<file path="config.mk">
export PLATFORM = sky130hd
export DESIGN_NAME = rtc_irq_status
export DESIGN_NICKNAME = d
export VERILOG_FILES = /design/src/rtl/rtc_irq_status.sv
export SDC_FILE = /design/constraint.sdc
export NUM_CORES = 1
export LEC_CHECK = 0
export BUFFER_PORTS_ARGS = -buffer_cell sky130_fd_sc_hd__buf_2
export CAP_MARGIN = 20
export CORE_AREA = 2 2 39 41
export DETAILED_ROUTE_END_ITERATION = 8
export DIE_AREA = 0 0 41 43
export PLACE_DENSITY_LB_ADDON = 0.15
export REMOVE_ABC_BUFFERS = 1
export SYNTH_ARGS = -nofsm -noshare
export SYNTH_HDL_FRONTEND = slang
export SYNTH_SLANG_ARGS = --single-unit
</file>
<file path="constraint.sdc">
create_clock -name clk -period 1 [get_ports clk]
set_input_delay 0.25 -clock clk [delete_from_list [all_inputs] [get_ports clk]]
set_output_delay 0.25 -clock clk [all_outputs]
set_load 0.03 [all_outputs]
</file>
<file path="src/rtl/rtc_irq_status.sv">
module rtc_irq_status #(
  parameter int ADDR_W     = 4,
  parameter int CTRL_ADDR  = 1,
  parameter int STAT_ADDR  = 2,
  parameter int VALID_ADDR = 3
) (
  input  logic              clk,
  input  logic              rst,
  input  logic              update_done,
  input  logic              valid_in,
  input  logic              rd_en,
  input  logic              wr_en,
  input  logic [ADDR_W-1:0] addr,
  input  logic [7:0]        wr_data,
  output logic [7:0]        rd_data,
  output logic              irq_n
);

  localparam logic [ADDR_W-1:0] A_CTRL  = ADDR_W'(CTRL_ADDR);
  localparam logic [ADDR_W-1:0] A_STAT  = ADDR_W'(STAT_ADDR);
  localparam logic [ADDR_W-1:0] A_VALID = ADDR_W'(VALID_ADDR);
  localparam int EN_BIT   = 4;
  localparam int FLAG_BIT = 4;
  localparam int SUM_BIT  = 7;

  logic       ue_flag;
  logic       ue_en;
  logic       irq_req;
  logic [7:0] rd_mux;
  logic       unused_wr_bits;

  wire ctrl_hit  = (addr == A_CTRL);
  wire stat_hit  = (addr == A_STAT);
  wire valid_hit = (addr == A_VALID);
  wire stat_rd   = rd_en && stat_hit;
  wire ctrl_wr   = wr_en && ctrl_hit;

  assign unused_wr_bits = ^{wr_data[7:EN_BIT+1], wr_data[EN_BIT-1:0]};

  assign irq_req = ue_flag & ue_en;
  assign irq_n   = ~irq_req;

  always_comb begin
    rd_mux = '0;
    if (stat_hit) begin
      rd_mux[SUM_BIT]  = irq_req;
      rd_mux[FLAG_BIT] = ue_flag;
    end else if (valid_hit) begin
      rd_mux[7] = valid_in;
    end else if (ctrl_hit) begin
      rd_mux[EN_BIT] = ue_en;
    end
  end

  always_ff @(posedge clk) begin
    if (rst) begin
      ue_flag <= 1'b0;
      ue_en   <= 1'b0;
      rd_data <= '0;
    end else begin
      if (update_done)
        ue_flag <= 1'b1;
      else if (stat_rd)
        ue_flag <= 1'b0;
      if (ctrl_wr)
        ue_en <= wr_data[EN_BIT];
      if (rd_en)
        rd_data <= rd_mux;
    end
  end

  assert_reset_state_R1: assert property (@(posedge clk)
    rst |=> (irq_n && rd_data == 8'h00 && !ue_flag && !ue_en));

  assert_flag_set_R2: assert property (@(posedge clk) disable iff (rst)
    update_done |=> ue_flag);

  assert_irq_on_event_R3: assert property (@(posedge clk) disable iff (rst)
    (update_done && ue_en && !ctrl_wr) |=> !irq_n);

  assert_read_preclear_R4: assert property (@(posedge clk) disable iff (rst)
    stat_rd |=> (rd_data[FLAG_BIT] == $past(ue_flag) &&
                 rd_data[SUM_BIT] == $past(ue_flag && ue_en)));

  assert_clear_on_read_R4: assert property (@(posedge clk) disable iff (rst)
    (stat_rd && !update_done) |=> (!ue_flag && irq_n));

  assert_event_wins_R5: assert property (@(posedge clk) disable iff (rst)
    (stat_rd && update_done) |=> ue_flag);

  assert_disable_keeps_flag_R6: assert property (@(posedge clk) disable iff (rst)
    (ctrl_wr && !wr_data[EN_BIT] && !update_done && !stat_rd)
      |=> (irq_n && ue_flag == $past(ue_flag)));

  assert_status_zero_bits_R7: assert property (@(posedge clk) disable iff (rst)
    stat_rd |=> (rd_data[3:0] == 4'h0 && rd_data[6:5] == 2'b00));

  assert_validity_read_R8: assert property (@(posedge clk) disable iff (rst)
    (rd_en && valid_hit) |=> (rd_data == {$past(valid_in), 7'b0}));

endmodule

</file>
==> load_flow_metrics.sql <==
INSERT INTO impl_metrics (metric_group, metric, value, unit) VALUES
('placement', 'gpl.final_weighted_congestion', '0.7192', ''),
('clocking', 'cts_inserted_buffers', '3', ''),
('synth', 'netlist_instances', '28', ''),
('drt', 'drt_pre_antenna_iters', '2', ''),
('layout', 'drive_gt1_share', '52.17', '%'),
('synth', 'yosys_warnings', '0', ''),
('floorplanning', 'core_region_area', '1384', 'um2'),
('setup_path', 'end_kind', 'output pin', ''),
('placement', 'post-place-ws', '-0.1255', 'ns'),
('global_routing', 'antenna_violations_before_repair', '0', ''),
('floorplanning', 'initial_core_util', '18.17', '%'),
('drt', 'antenna_violating_nets_left', '0', ''),
('timing', 'timing.final.ws_setup', '-0.001926', 'ns'),
('synth', 'post-synth-top-count-cell', 'sky130_fd_sc_hd__buf_4', ''),
('clocking', 'post_cts_hold_buffer_count', '0', ''),
('clocking', 'tritoncts', 'built', ''),
('pwr', 'comb_power_share', '19.0', '%'),
('synth', 'synth.yosys.seq_area_share', '31.84', '%'),
('layout', 'antenna_diodes', '0', ''),
('min_path', 'hold_class', 'in2reg', ''),
('pwr', 'power.sequential.fraction', '37.6', '%'),
('pwr', 'power.share.switching', '26.18', '%'),
('synth', 'synth.lib_cells_used.distinct', '16', ''),
('synth', 'syn_avg_cell_area', '8.982', 'um2'),
('timing', 'hold_violations', '0', ''),
('pwr', 'intPower', '331.0', 'uW'),
('timing', 'timing.clock.skew', '0.003879', 'ns'),
('clocking', 'cts.htree.levels', '1', ''),
('timing', 'clock.fmax', '998.1', 'MHz'),
('pwr', 'post-layout-total-power', '448.4', 'uW'),
('clocking', 'clk_pin_slew', '0.04', 'ns'),
('drt', 'num_vias', '245', ''),
('job', 'cap_violations', '0', ''),
('drt', 'drtIter0Drc', '4', ''),
('timing', 'slew_viol_final', '0', ''),
('floorplanning', 'die_area', '1763', 'um2'),
('synth', 'asyncSetResetFlopFracSynth', '0', '%'),
('outcome', 'run_status', 'finished with violations', ''),
('clocking', 'cts.root.buffer_cell', 'sky130_fd_sc_hd__clkbuf_4', ''),
('timing', 'min_period_over_period', '100.2', '%'),
('global_routing', 'gr-total-overflow', '0', ''),
('setup_path', 'worst_setup_path_start_kind', 'flop', ''),
('setup_path', 'criticalPathCategory', 'reg2out', ''),
('setup_path', 'required', '0.75', 'ns'),
('drt', 'post_drt_wl_per_cell', '8.823', 'um'),
('clocking', 'cts.sinks', '4', ''),
('synth', 'synth_edf_count', '0', ''),
('timing', 'finalSetupViolCount', '1', ''),
('clocking', 'clock_insertion_delay_at_the_later_pin_of_the_skew_report', '0.23', 'ns'),
('setup_path', 'crit_path_max_fanout', '2', ''),
('drt', 'wire_length_reported_by_the_detailed_router', '547', 'um'),
('synth', 'synthesis.area', '251.5', 'um2'),
('pwr', 'p_clk_share', '43.4', '%'),
('floorplanning', 'std_cell_rows', '14', ''),
('layout', 'areaGrowthSynthToFinish', '47.76', '%'),
('floorplanning', 'floorplan.io_pins', '27', ''),
('timing', 'grt_setup_unrepaired', 'true', ''),
('global_routing', 'grt_start_max_net_pins', '5', ''),
('global_routing', 'global_route_wire_length_before_repair', '841', 'um'),
('drt', 'routed_via_density', '3.952', ''),
('floorplanning', 'die_x', '41', 'um'),
('global_routing', 'first_global_vias', '237', ''),
('floorplanning', 'die_y', '43', 'um'),
('placement', 'hpwlAfterDp', '474.6', 'um'),
('synth', 'synth_top_area_cell', 'sky130_fd_sc_hd__dfxtp_1', ''),
('timing', 'period_minus_slack', '1.002', 'ns'),
('synth', 'ys_top_cells_by_count', '6 x sky130_fd_sc_hd__buf_4, 4 x sky130_fd_sc_hd__dfxtp_1, 3 x sky130_fd_sc_hd__inv_1', ''),
('setup_path', 'data_arrival_critical_path', '0.75', 'ns'),
('synth', 'synth_top_area_share', '31.84', '%'),
('pwr', 'peakVddDrop', '0.3873', 'mV'),
('global_routing', 'gr-usage-all-layers', '7.121', '%'),
('outcome', 'failed_checks', 'setup timing', ''),
('clocking', 'clockBufferDepth', '2', ''),
('layout', 'finish.net_count', '66', ''),
('pwr', 'power_density', '1207', 'nW/um2'),
('placement', 'buffer_ports.inserted', '13', ''),
('pwr', 'p_leak', '0.0001886', 'uW'),
('timing', 'final.setup.tns', '-0.001926', 'ns'),
('synth', 'post_synth_main_area_contributors', 'sky130_fd_sc_hd__dfxtp_1 32%, sky130_fd_sc_hd__buf_4 18%, sky130_fd_sc_hd__nor4b_4 9.5%, sky130_fd_sc_hd__and4bb_2 5.0%, sky130_fd_sc_hd__inv_1 4.5%', ''),
('synth', 'postSynth.topFlopCell', 'sky130_fd_sc_hd__dfxtp_1', ''),
('drt', 'remaining_drc_errors', '0', ''),
('pwr', 'net_load_switching_power', '117.4', 'uW'),
('synth', 'ys_seq_elements', '4', '');
per-stage QoR:
stage,util [%],cells,instance area (um2),hold WS [ns]
floorplan,-,27,225.2,0.3194
global placement,23.51,58,325.3,0.4578
detailed placement,23.51,58,325.3,0.4562
CTS,26.31,61,364.1,0.2120
global route,26.85,62,371.6,0.2280
finish,26.85,62,371.6,0.2195
logic make-up (layout without fill, tap and decap cells):
kind of cell / after synthesis / count (layout) / synth area share, %
buffers and inverters: 9 / 22 / 22.39
AO/OA/AOI/OAI: 7 / 7 / 20.40
AND/OR/NAND/NOR: 7 / 7 / 23.88
flip-flops: 4 / 4 / 31.84
other: 1 / 6 / 1.491
worst max-delay path, stage by stage (launching register included):
cell                      delay, ns
sky130_fd_sc_hd__dfxtp_2       0.33
sky130_fd_sc_hd__nand2_2       0.06
sky130_fd_sc_hd__buf_6         0.13
placed cells by master (no fill, tap or decap):
cell type / synthesis / final
sky130_fd_sc_hd__nand3_1: 2 / 2
sky130_fd_sc_hd__buf_2: 0 / 10
sky130_fd_sc_hd__o21a_1: 1 / 1
sky130_fd_sc_hd__buf_6: 0 / 1
sky130_fd_sc_hd__nand2b_1: 1 / 1
sky130_fd_sc_hd__a21oi_1: 1 / 1
sky130_fd_sc_hd__nor4b_4: 1 / 1
sky130_fd_sc_hd__nand2_1: 2 / 1
sky130_fd_sc_hd__buf_4: 6 / 5
sky130_fd_sc_hd__o22ai_1: 1 / 1
sky130_fd_sc_hd__inv_1: 3 / 3
sky130_fd_sc_hd__a21boi_0: 1 / 1
sky130_fd_sc_hd__a31oi_1: 1 / 1
sky130_fd_sc_hd__dfxtp_1: 4 / 2
sky130_fd_sc_hd__and4bb_2: 1 / 1
sky130_fd_sc_hd__nand2_2: 0 / 1
sky130_fd_sc_hd__a41o_1: 1 / 1
sky130_fd_sc_hd__dfxtp_2: 0 / 2
sky130_fd_sc_hd__conb_1: 1 / 6
sky130_fd_sc_hd__a32oi_1: 1 / 1
sky130_fd_sc_hd__clkbuf_4: 0 / 3
final timing paths:
kind	from	end	slack [ns]	cells past startpoint
worst max register to register	ue_en$_SDFFE_PP0P_	ue_en$_SDFFE_PP0P_	0.10	4
worst min-delay path	rst	rd_data[4]$_SDFFE_PP0P_	0.22	2
worst max-delay path	ue_en$_SDFFE_PP0P_	irq_n	-0.002	2
worst min register to register	rd_data[4]$_SDFFE_PP0P_	rd_data[4]$_SDFFE_PP0P_	0.47	2
timing repair:
action,in CTS,in global routing
setup buffers,0,1
gates resized for setup,7,0
pin swaps,0,1
setup endpoints to repair,3,1
power by group through the flow:
stage / clock network [uW] / registers (uW) / logic [uW]
2_1_floorplan: 0 / 170 / 46.2
3_3_place_gp: 0 / 169 / 82.3
3_5_place_dp: 0 / 170 / 83.3
4_1_cts: 206 / 168 / 84.3
5_1_grt: 217 / 169 / 91.9
6_report: 195 / 168 / 85.3
state kept, by name, summed over array words and instances, names as in the netlist:
| register | flops |
|---|---|
| rd_data | 2 |
| ue_en | 1 |
| ue_flag | 1 |
final cells by class:
| class | instances | area (um2) |
|---|---|---|
| fillers | 165 | 1012 |
| flip-flops and latches | 4 | 82.58 |
| multi-input cells | 20 | 136.4 |
| clock buffers | 3 | 22.52 |
| repair buffers | 16 | 98.84 |
| inverters | 3 | 11.26 |
| well taps | 16 | 20.02 |
layer usage:
layer,track usage (%),share of wire [%],vias up
met5,0,0,-
met4,6.000,0.73,0
met3,3.141,11,2
met2,9.375,46,13
met1,8.333,42,104
li1,-,-,126
Power figures use the tool's default switching activity.
